`config.mk`:
```
export PLATFORM = sky130hd
export DESIGN_NAME = dual_tick_timer
export DESIGN_NICKNAME = d
export VERILOG_FILES = /design/src/rtl/dtmr_pkg.sv /design/src/rtl/dtmr_dec.sv /design/src/rtl/dtmr_chan.sv /design/src/rtl/dual_tick_timer.sv
export SDC_FILE = /design/constraint.sdc
export NUM_CORES = 1
export LEC_CHECK = 0
export BUFFER_PORTS_ARGS = -buffer_cell sky130_fd_sc_hd__buf_2
export CORE_ASPECT_RATIO = 0.75
export CORE_MARGIN = 2
export CORE_UTILIZATION = 55
export CTS_BUF_LIST = sky130_fd_sc_hd__clkbuf_4
export DETAILED_ROUTE_END_ITERATION = 10
export PLACE_DENSITY = 0.73
export SETUP_SLACK_MARGIN = 0.05
export SKIP_LAST_GASP = 1
export SLEW_MARGIN = 20
export SYNTH_ARGS = -nofsm -noshare
export SYNTH_HDL_FRONTEND = slang
export SYNTH_SLANG_ARGS = --single-unit
```
`constraint.sdc`:
```
create_clock -name clk -period 7.2 [get_ports clk]
set_clock_uncertainty 0.2 [all_clocks]
set_input_delay 2.16 -clock clk [delete_from_list [all_inputs] [get_ports clk]]
set_output_delay 2.16 -clock clk [all_outputs]
set_load 0.01 [all_outputs]
```
`src/rtl/dtmr_pkg.sv`:
```
package dtmr_pkg;
  // control byte bit positions
  localparam int CB_ONESHOT  = 0;
  localparam int CB_WIDE     = 1;
  localparam int CB_IE       = 5;
  localparam int CB_PERIODIC = 6;
  localparam int CB_RUN      = 7;
  localparam int CTL_W       = 8;

  // byte span of one counter's register set
  localparam int SET_SPAN_LOG2 = 5;

  typedef enum logic [2:0] {
    RI_LOAD  = 3'd0,
    RI_VALUE = 3'd1,
    RI_CTRL  = 3'd2,
    RI_CLEAR = 3'd3,
    RI_RAW   = 3'd4,
    RI_MASK  = 3'd5,
    RI_BG    = 3'd6,
    RI_RSVD  = 3'd7
  } reg_idx_e;
endpackage

```
`src/rtl/dtmr_dec.sv`:
```
module dtmr_dec
  import dtmr_pkg::*;
#(
  parameter int NUM_CH = 2,
  parameter int ADDR_W = 8,
  localparam int CH_W  = (NUM_CH > 1) ? $clog2(NUM_CH) : 1
) (
  input  logic [ADDR_W-1:0] addr,
  output logic              hit,
  output logic [CH_W-1:0]   ch_idx,
  output reg_idx_e          reg_idx
);
  localparam int UP_W = ADDR_W - SET_SPAN_LOG2;

  logic [UP_W-1:0] upper;

  always_comb begin
    upper   = addr[ADDR_W-1:SET_SPAN_LOG2];
    hit     = (upper < UP_W'(NUM_CH)) && (addr[1:0] == 2'b00);
    ch_idx  = upper[CH_W-1:0];
    reg_idx = reg_idx_e'(addr[SET_SPAN_LOG2-1:2]);
  end
endmodule

```
`src/rtl/dtmr_chan.sv`:
```
module dtmr_chan
  import dtmr_pkg::*;
#(
  parameter int CNT_W = 32
) (
  input  logic             clk,
  input  logic             rst,
  input  logic             tick,
  input  logic             wr_ld,
  input  logic             wr_bg,
  input  logic             wr_ctl,
  input  logic             wr_clr,
  input  logic [CNT_W-1:0] wdata,
  output logic [CNT_W-1:0] cnt_q,
  output logic [CNT_W-1:0] ld_q,
  output logic [CNT_W-1:0] bg_q,
  output logic [CTL_W-1:0] ctl_q,
  output logic             ris_q,
  output logic             irq_q
);
  logic [CNT_W-1:0] cnt_n, ld_n, bg_n;
  logic [CTL_W-1:0] ctl_n;
  logic             ev, ris_n;

  always_comb begin
    cnt_n = cnt_q;
    ld_n  = ld_q;
    bg_n  = bg_q;
    ctl_n = ctl_q;
    ev    = 1'b0;
    if (ctl_q[CB_RUN] && tick) begin
      if (ctl_q[CB_PERIODIC]) begin
        if (cnt_q <= CNT_W'(1)) begin
          cnt_n = ld_q;
          ev    = 1'b1;
        end else begin
          cnt_n = cnt_q - CNT_W'(1);
        end
      end else if (ctl_q[CB_ONESHOT]) begin
        if (cnt_q != '0) begin
          cnt_n = cnt_q - CNT_W'(1);
          ev    = (cnt_q == CNT_W'(1));
        end
      end else begin
        cnt_n = cnt_q - CNT_W'(1);
        ev    = (cnt_q == CNT_W'(1));
      end
    end
    if (wr_ld) begin
      cnt_n = wdata;
      ld_n  = wdata;
      ev    = (wdata == '0);
    end
    if (wr_bg) begin
      ld_n = wdata;
      bg_n = wdata;
    end
    if (wr_ctl) ctl_n = wdata[CTL_W-1:0];
    ris_n = ev | (ris_q & ~(wr_clr & wdata[0]));
  end

  always_ff @(posedge clk) begin
    if (rst) begin
      cnt_q <= '0;
      ld_q  <= '0;
      bg_q  <= '0;
      ctl_q <= '0;
      ris_q <= 1'b0;
      irq_q <= 1'b0;
    end else begin
      cnt_q <= cnt_n;
      ld_q  <= ld_n;
      bg_q  <= bg_n;
      ctl_q <= ctl_n;
      ris_q <= ris_n;
      irq_q <= ris_n & ctl_n[CB_IE];
    end
  end
endmodule

```
`src/rtl/dual_tick_timer.sv`:
```
module dual_tick_timer
  import dtmr_pkg::*;
#(
  parameter int NUM_CH = 2,
  parameter int ADDR_W = 8,
  parameter int CNT_W  = 32
) (
  input  logic              clk,
  input  logic              rst,
  input  logic              tick,
  input  logic              bus_wr,
  input  logic              bus_rd,
  input  logic [ADDR_W-1:0] bus_addr,
  input  logic [CNT_W-1:0]  bus_wdata,
  output logic [CNT_W-1:0]  bus_rdata,
  output logic [NUM_CH-1:0] irq
);
  localparam int CH_W = (NUM_CH > 1) ? $clog2(NUM_CH) : 1;

  logic            hit;
  logic [CH_W-1:0] ch_idx;
  reg_idx_e        reg_idx;

  logic [NUM_CH-1:0][CNT_W-1:0] ch_cnt, ch_ld, ch_bg;
  logic [NUM_CH-1:0][CTL_W-1:0] ch_ctl;
  logic [NUM_CH-1:0]            ch_ris;

  dtmr_dec #(.NUM_CH(NUM_CH), .ADDR_W(ADDR_W)) u_dec (
    .addr    (bus_addr),
    .hit     (hit),
    .ch_idx  (ch_idx),
    .reg_idx (reg_idx)
  );

  for (genvar c = 0; c < NUM_CH; c++) begin : g_ch
    logic sel;
    assign sel = bus_wr && hit && (ch_idx == CH_W'(c));
    dtmr_chan #(.CNT_W(CNT_W)) u_chan (
      .clk    (clk),
      .rst    (rst),
      .tick   (tick),
      .wr_ld  (sel && reg_idx == RI_LOAD),
      .wr_bg  (sel && reg_idx == RI_BG),
      .wr_ctl (sel && reg_idx == RI_CTRL),
      .wr_clr (sel && reg_idx == RI_CLEAR),
      .wdata  (bus_wdata),
      .cnt_q  (ch_cnt[c]),
      .ld_q   (ch_ld[c]),
      .bg_q   (ch_bg[c]),
      .ctl_q  (ch_ctl[c]),
      .ris_q  (ch_ris[c]),
      .irq_q  (irq[c])
    );
  end

  always_ff @(posedge clk) begin
    if (rst || !bus_rd || !hit) begin
      bus_rdata <= '0;
    end else begin
      unique case (reg_idx)
        RI_LOAD:  bus_rdata <= ch_ld[ch_idx];
        RI_VALUE: bus_rdata <= ch_cnt[ch_idx];
        RI_CTRL:  bus_rdata <= CNT_W'(ch_ctl[ch_idx]);
        RI_RAW:   bus_rdata <= CNT_W'(ch_ris[ch_idx]);
        RI_MASK:  bus_rdata <= CNT_W'(ch_ris[ch_idx] & ch_ctl[ch_idx][CB_IE]);
        RI_BG:    bus_rdata <= ch_bg[ch_idx];
        default:  bus_rdata <= '0;
      endcase
    end
  end
endmodule

```
==> impl.org <==
** Clocking
- Post-CTS Hold Buffers :: 0
- Total clock buffers created by CTS :: 60
- The root buffer cell chosen for the clock tree is sky130_fd_sc_hd__clkbuf_4.
- Counting along the longest clock path gives a buffer depth of 3.
- CTS saw 244 sinks.
- TritonCTS built the clock tree.
- After clock tree synthesis, the repair step resized 0 gates.
- Buffer count from post-CTS setup fixing :: 0
- After clock tree synthesis, the clock-pin slew on the worst setup and hold paths is 0.09 ns.
- Clock latency on the worst-skew pair, taken at its later pin, is 0.74 ns.
- Number of levels the H-tree was split into :: 2

** Drt
- Total routed wirelength :: 41380 um
- DRC marker count from the first detailed-route iteration :: 1395
- Routed length per instance :: 21.59 um
- The detail route stage leaves a number of antenna-violating nets equal to 0.
- Summing over every cut layer, the via total after detailed routing is 12283.
- For this run, the detailed router's first-pass iteration total came to 5.
- Avg Vias per Cell :: 6.407
- In the routed design, unresolved DRC markers number 0.

** Cells and area
- The count of cells in the finished layout, fillers not included, comes to 1917.
- The library cells used most frequently in the layout, excluding fill and tap cells, are sky130_fd_sc_hd__nand2_1 (321), sky130_fd_sc_hd__dfxtp_1 (244), sky130_fd_sc_hd__a21oi_1 (201).
- Most frequent standard cell in the layout excluding fill and tap cells :: sky130_fd_sc_hd__nand2_1
- For this run, the post-layout net count is 1630.
- The layout has 2034 filler cells.
- Core occupancy in the finished layout :: 61.23%
- Area grow syn2layout :: 10.13%
- Finished Cell Area :: 13390 um2
- Fraction of layout instances using a drive strength above 1 :: 15.18%

** Synth
- For this run, the register share of the synthesized area comes to 40.16%.
- After synthesis, the share of flip-flops with an asynchronous set or reset is 0%.
- Synthesis produced a netlist with a net count of 1603.
- The most used flip-flop cell after synthesis is sky130_fd_sc_hd__dfxtp_1.
- Yosys attributes the largest share of cell area to sky130_fd_sc_hd__dfxtp_1 (40%), sky130_fd_sc_hd__nand2_1 (9.9%), sky130_fd_sc_hd__a21oi_1 (8.4%), sky130_fd_sc_hd__a211oi_1 (3.8%), sky130_fd_sc_hd__nor2_1 (3.8%).
- Number of flip-flops and latches in the synthesized netlist :: 244
- Netlist area before placement :: 12160 um2
- Cells after synthesis :: 1552
- Number of distinct library cell variants in the gate-level netlist after synthesis :: 64
- During synthesis, Yosys emitted a total of 0 warnings.
- Synth top area share :: 40.16%
- Number of synthesized flops with an enable pin :: 0
- The synthesized design spends more area on one cell type than any other, namely sky130_fd_sc_hd__dfxtp_1.
- Each instance of the synthesized netlist takes up on average 7.836 um2.

** Placement
- Once placement completed, the tool counted placed cells totaling 1811.
- Count of port buffers added during placement :: 78
- Final estimated routing congestion in global placement :: 0.9149
- Post-detailed-placement half-perimeter wirelength :: 26250 um
- Placed Area :: 12640 um2

** Status
- Outcome :: finished clean

** Global route
- The number of global-route vias before repair came to 11373.
- Summed over all layers, the global routing overflow is 0.
- Entering global routing, the biggest net connects 64 pins.
- Met2 Track Usage GR :: 50.26%
- Across every metal layer, demand over resource in global routing totals 35.22%.
- Global routing used 50.63% of the available met1 tracks.
- Most used routing layer :: met1
- Global-route wire length before repair :: 64670 um
- Antenna violations before repair :: 1
- Met3 GRT Util :: 10.06%

** Timing
- Setup violations remaining at the end of the flow were counted as 0.
- Hold Violations, Final :: 0
- Minimum clock period :: 4.815 ns
- Share of the clock period used by the worst path after layout :: 66.87%
- Max_slew headroom :: 25.17%
- Highest attainable clock frequency :: 0.2077 GHz
- For the final routed database, the setup TNS stands at 0 ns.
- Pins over their slew limit :: 0
- Setup repair after global routing left no endpoint under its margin.
- Measured slew at the worst slew-check pin :: 1.119 ns

** Flow run
- Number of max-cap violations :: 0

** Floorplanning
- The die covers 23330 um2.
- Starting Density :: 55.59%
- Total number of placement rows :: 47
- From left edge to right edge, the die measures 175.7 um.
- I/O pin total :: 79
- Floorplan Core Area :: 21880 um2
- In this run the vertical extent of the chip is 132.8 um.

** Power
- Total leakage power :: 0.005105 uW
- Worst voltage drop across the vdd grid :: 0.09589 mV
- In this run the power density over the cells is 199.9 nW/um2.

** Setup path
- STA puts the critical path data required time at 7.66 ns.
- The worst setup path is captured at a flop.
- STA puts the critical path data arrival time at 5.28 ns.
- The critical path is of the in2reg type.
- Of all nets on the critical path, the largest fanout is 20.
- Element type at the critical path start :: input port

** Min path
- Class of the tightest hold or removal check :: reg2reg
==> layer usage <==
layer | vias to the layer above | wire length (um) | part of all wire, %
met5 | - | 0 | 0
met4 | 0 | 1194 | 2.9
met3 | 111 | 5178 | 13
met2 | 721 | 17390 | 42
met1 | 5779 | 17620 | 43
li1 | 5672 | - | -
==> registers in the layout, summed over array words and instances, names as in the netlist <==
name	cells
g_ch.u_chan.ctl_q	16
g_ch.u_chan.irq_q	2
g_ch.u_chan.cnt_q	64
g_ch.u_chan.ld_q	64
bus_rdata	32
g_ch.u_chan.bg_q	64
g_ch.u_chan.ris_q	2
==> synthesized netlist by cell type, drive strengths merged (6+ instances only) <==
cell type,count
mux2,24
dfxtp,244
ha,6
nand2,321
nand3,22
nor3,31
clkbuf,115
nand4,12
a211oi,62
o21ai,59
or2,6
a21oi,203
a221oi,25
and3,6
o22ai,8
mux4,7
a2bb2oi,9
or4,11
a311oi,7
inv,9
nor4,38
o211ai,7
a221o,29
xor2,12
xnor2,20
mux2i,42
buf,25
or3,11
nor2,123
==> where the power goes <==
part           switching (uW)  internal, uW  total, uW
logic                     118          43.8        162
registers                2.55          1350       1350
clock network             587           575       1160
total                     707          1970       2680
==> critical path, cell delays in order <==
cell	delay [ns]
sky130_fd_sc_hd__buf_2	0.11
sky130_fd_sc_hd__or4b_1	0.60
sky130_fd_sc_hd__nor3b_2	0.62
sky130_fd_sc_hd__nand2b_1	0.45
sky130_fd_sc_hd__buf_4	0.35
sky130_fd_sc_hd__nor2_1	0.54
sky130_fd_sc_hd__buf_4	0.30
sky130_fd_sc_hd__nand2_1	0.07
sky130_fd_sc_hd__o21ai_0	0.07
==> cell families after synthesis <==
family	share of synthesized area, %
compound gates	23.26
flops	40.16
simple gates	21.92
xor+xnor	2.305
buf+inv	4.753
fa+ha+maj	0.6173
mux	6.975
==> stage by stage <==
step,hold WS [ns],power [uW],worst slack [ns]
after detailed placement,0.2463,1541,1.761
after global placement,0.2398,1541,1.822
after global routing,0.2678,2761,2.151
after floorplan,0.2331,1475,2.773
after CTS,0.2550,2677,2.525
final,0.2540,2677,2.385
==> worst paths after layout <==
kind                                                            from                                     to  slack (ns)  cells after the start
worst min-delay path            g_ch[1].u_chan.bg_q[10]$_SDFFE_PP0P_   g_ch[1].u_chan.bg_q[10]$_SDFFE_PP0P_        0.25                      2
worst min register to register  g_ch[1].u_chan.bg_q[10]$_SDFFE_PP0P_   g_ch[1].u_chan.bg_q[10]$_SDFFE_PP0P_        0.25                      2
worst max register to register  g_ch[0].u_chan.cnt_q[5]$_SDFFE_PP0P_  g_ch[0].u_chan.cnt_q[23]$_SDFFE_PP0P_        3.05                      7
worst max-delay path                                     bus_addr[6]  g_ch[1].u_chan.cnt_q[12]$_SDFFE_PP0P_        2.39                      9
==> cell type report <==
class                           count  area, um2  share of cell area, %
Multi-Input combinational cell   1159       6765                  50.51
Clock inverter                     26      153.9                  1.149
Sequential cell                   244       4885                  36.47
Antenna cell                        2      5.005                0.03737
Clock buffer                       78      585.6                  4.372
Inverter                            9      33.78                 0.2522
Timing Repair Buffer              105      598.1                  4.465
Tap cell                          294      367.9                  2.746
Power figures use the tool's default switching activity.
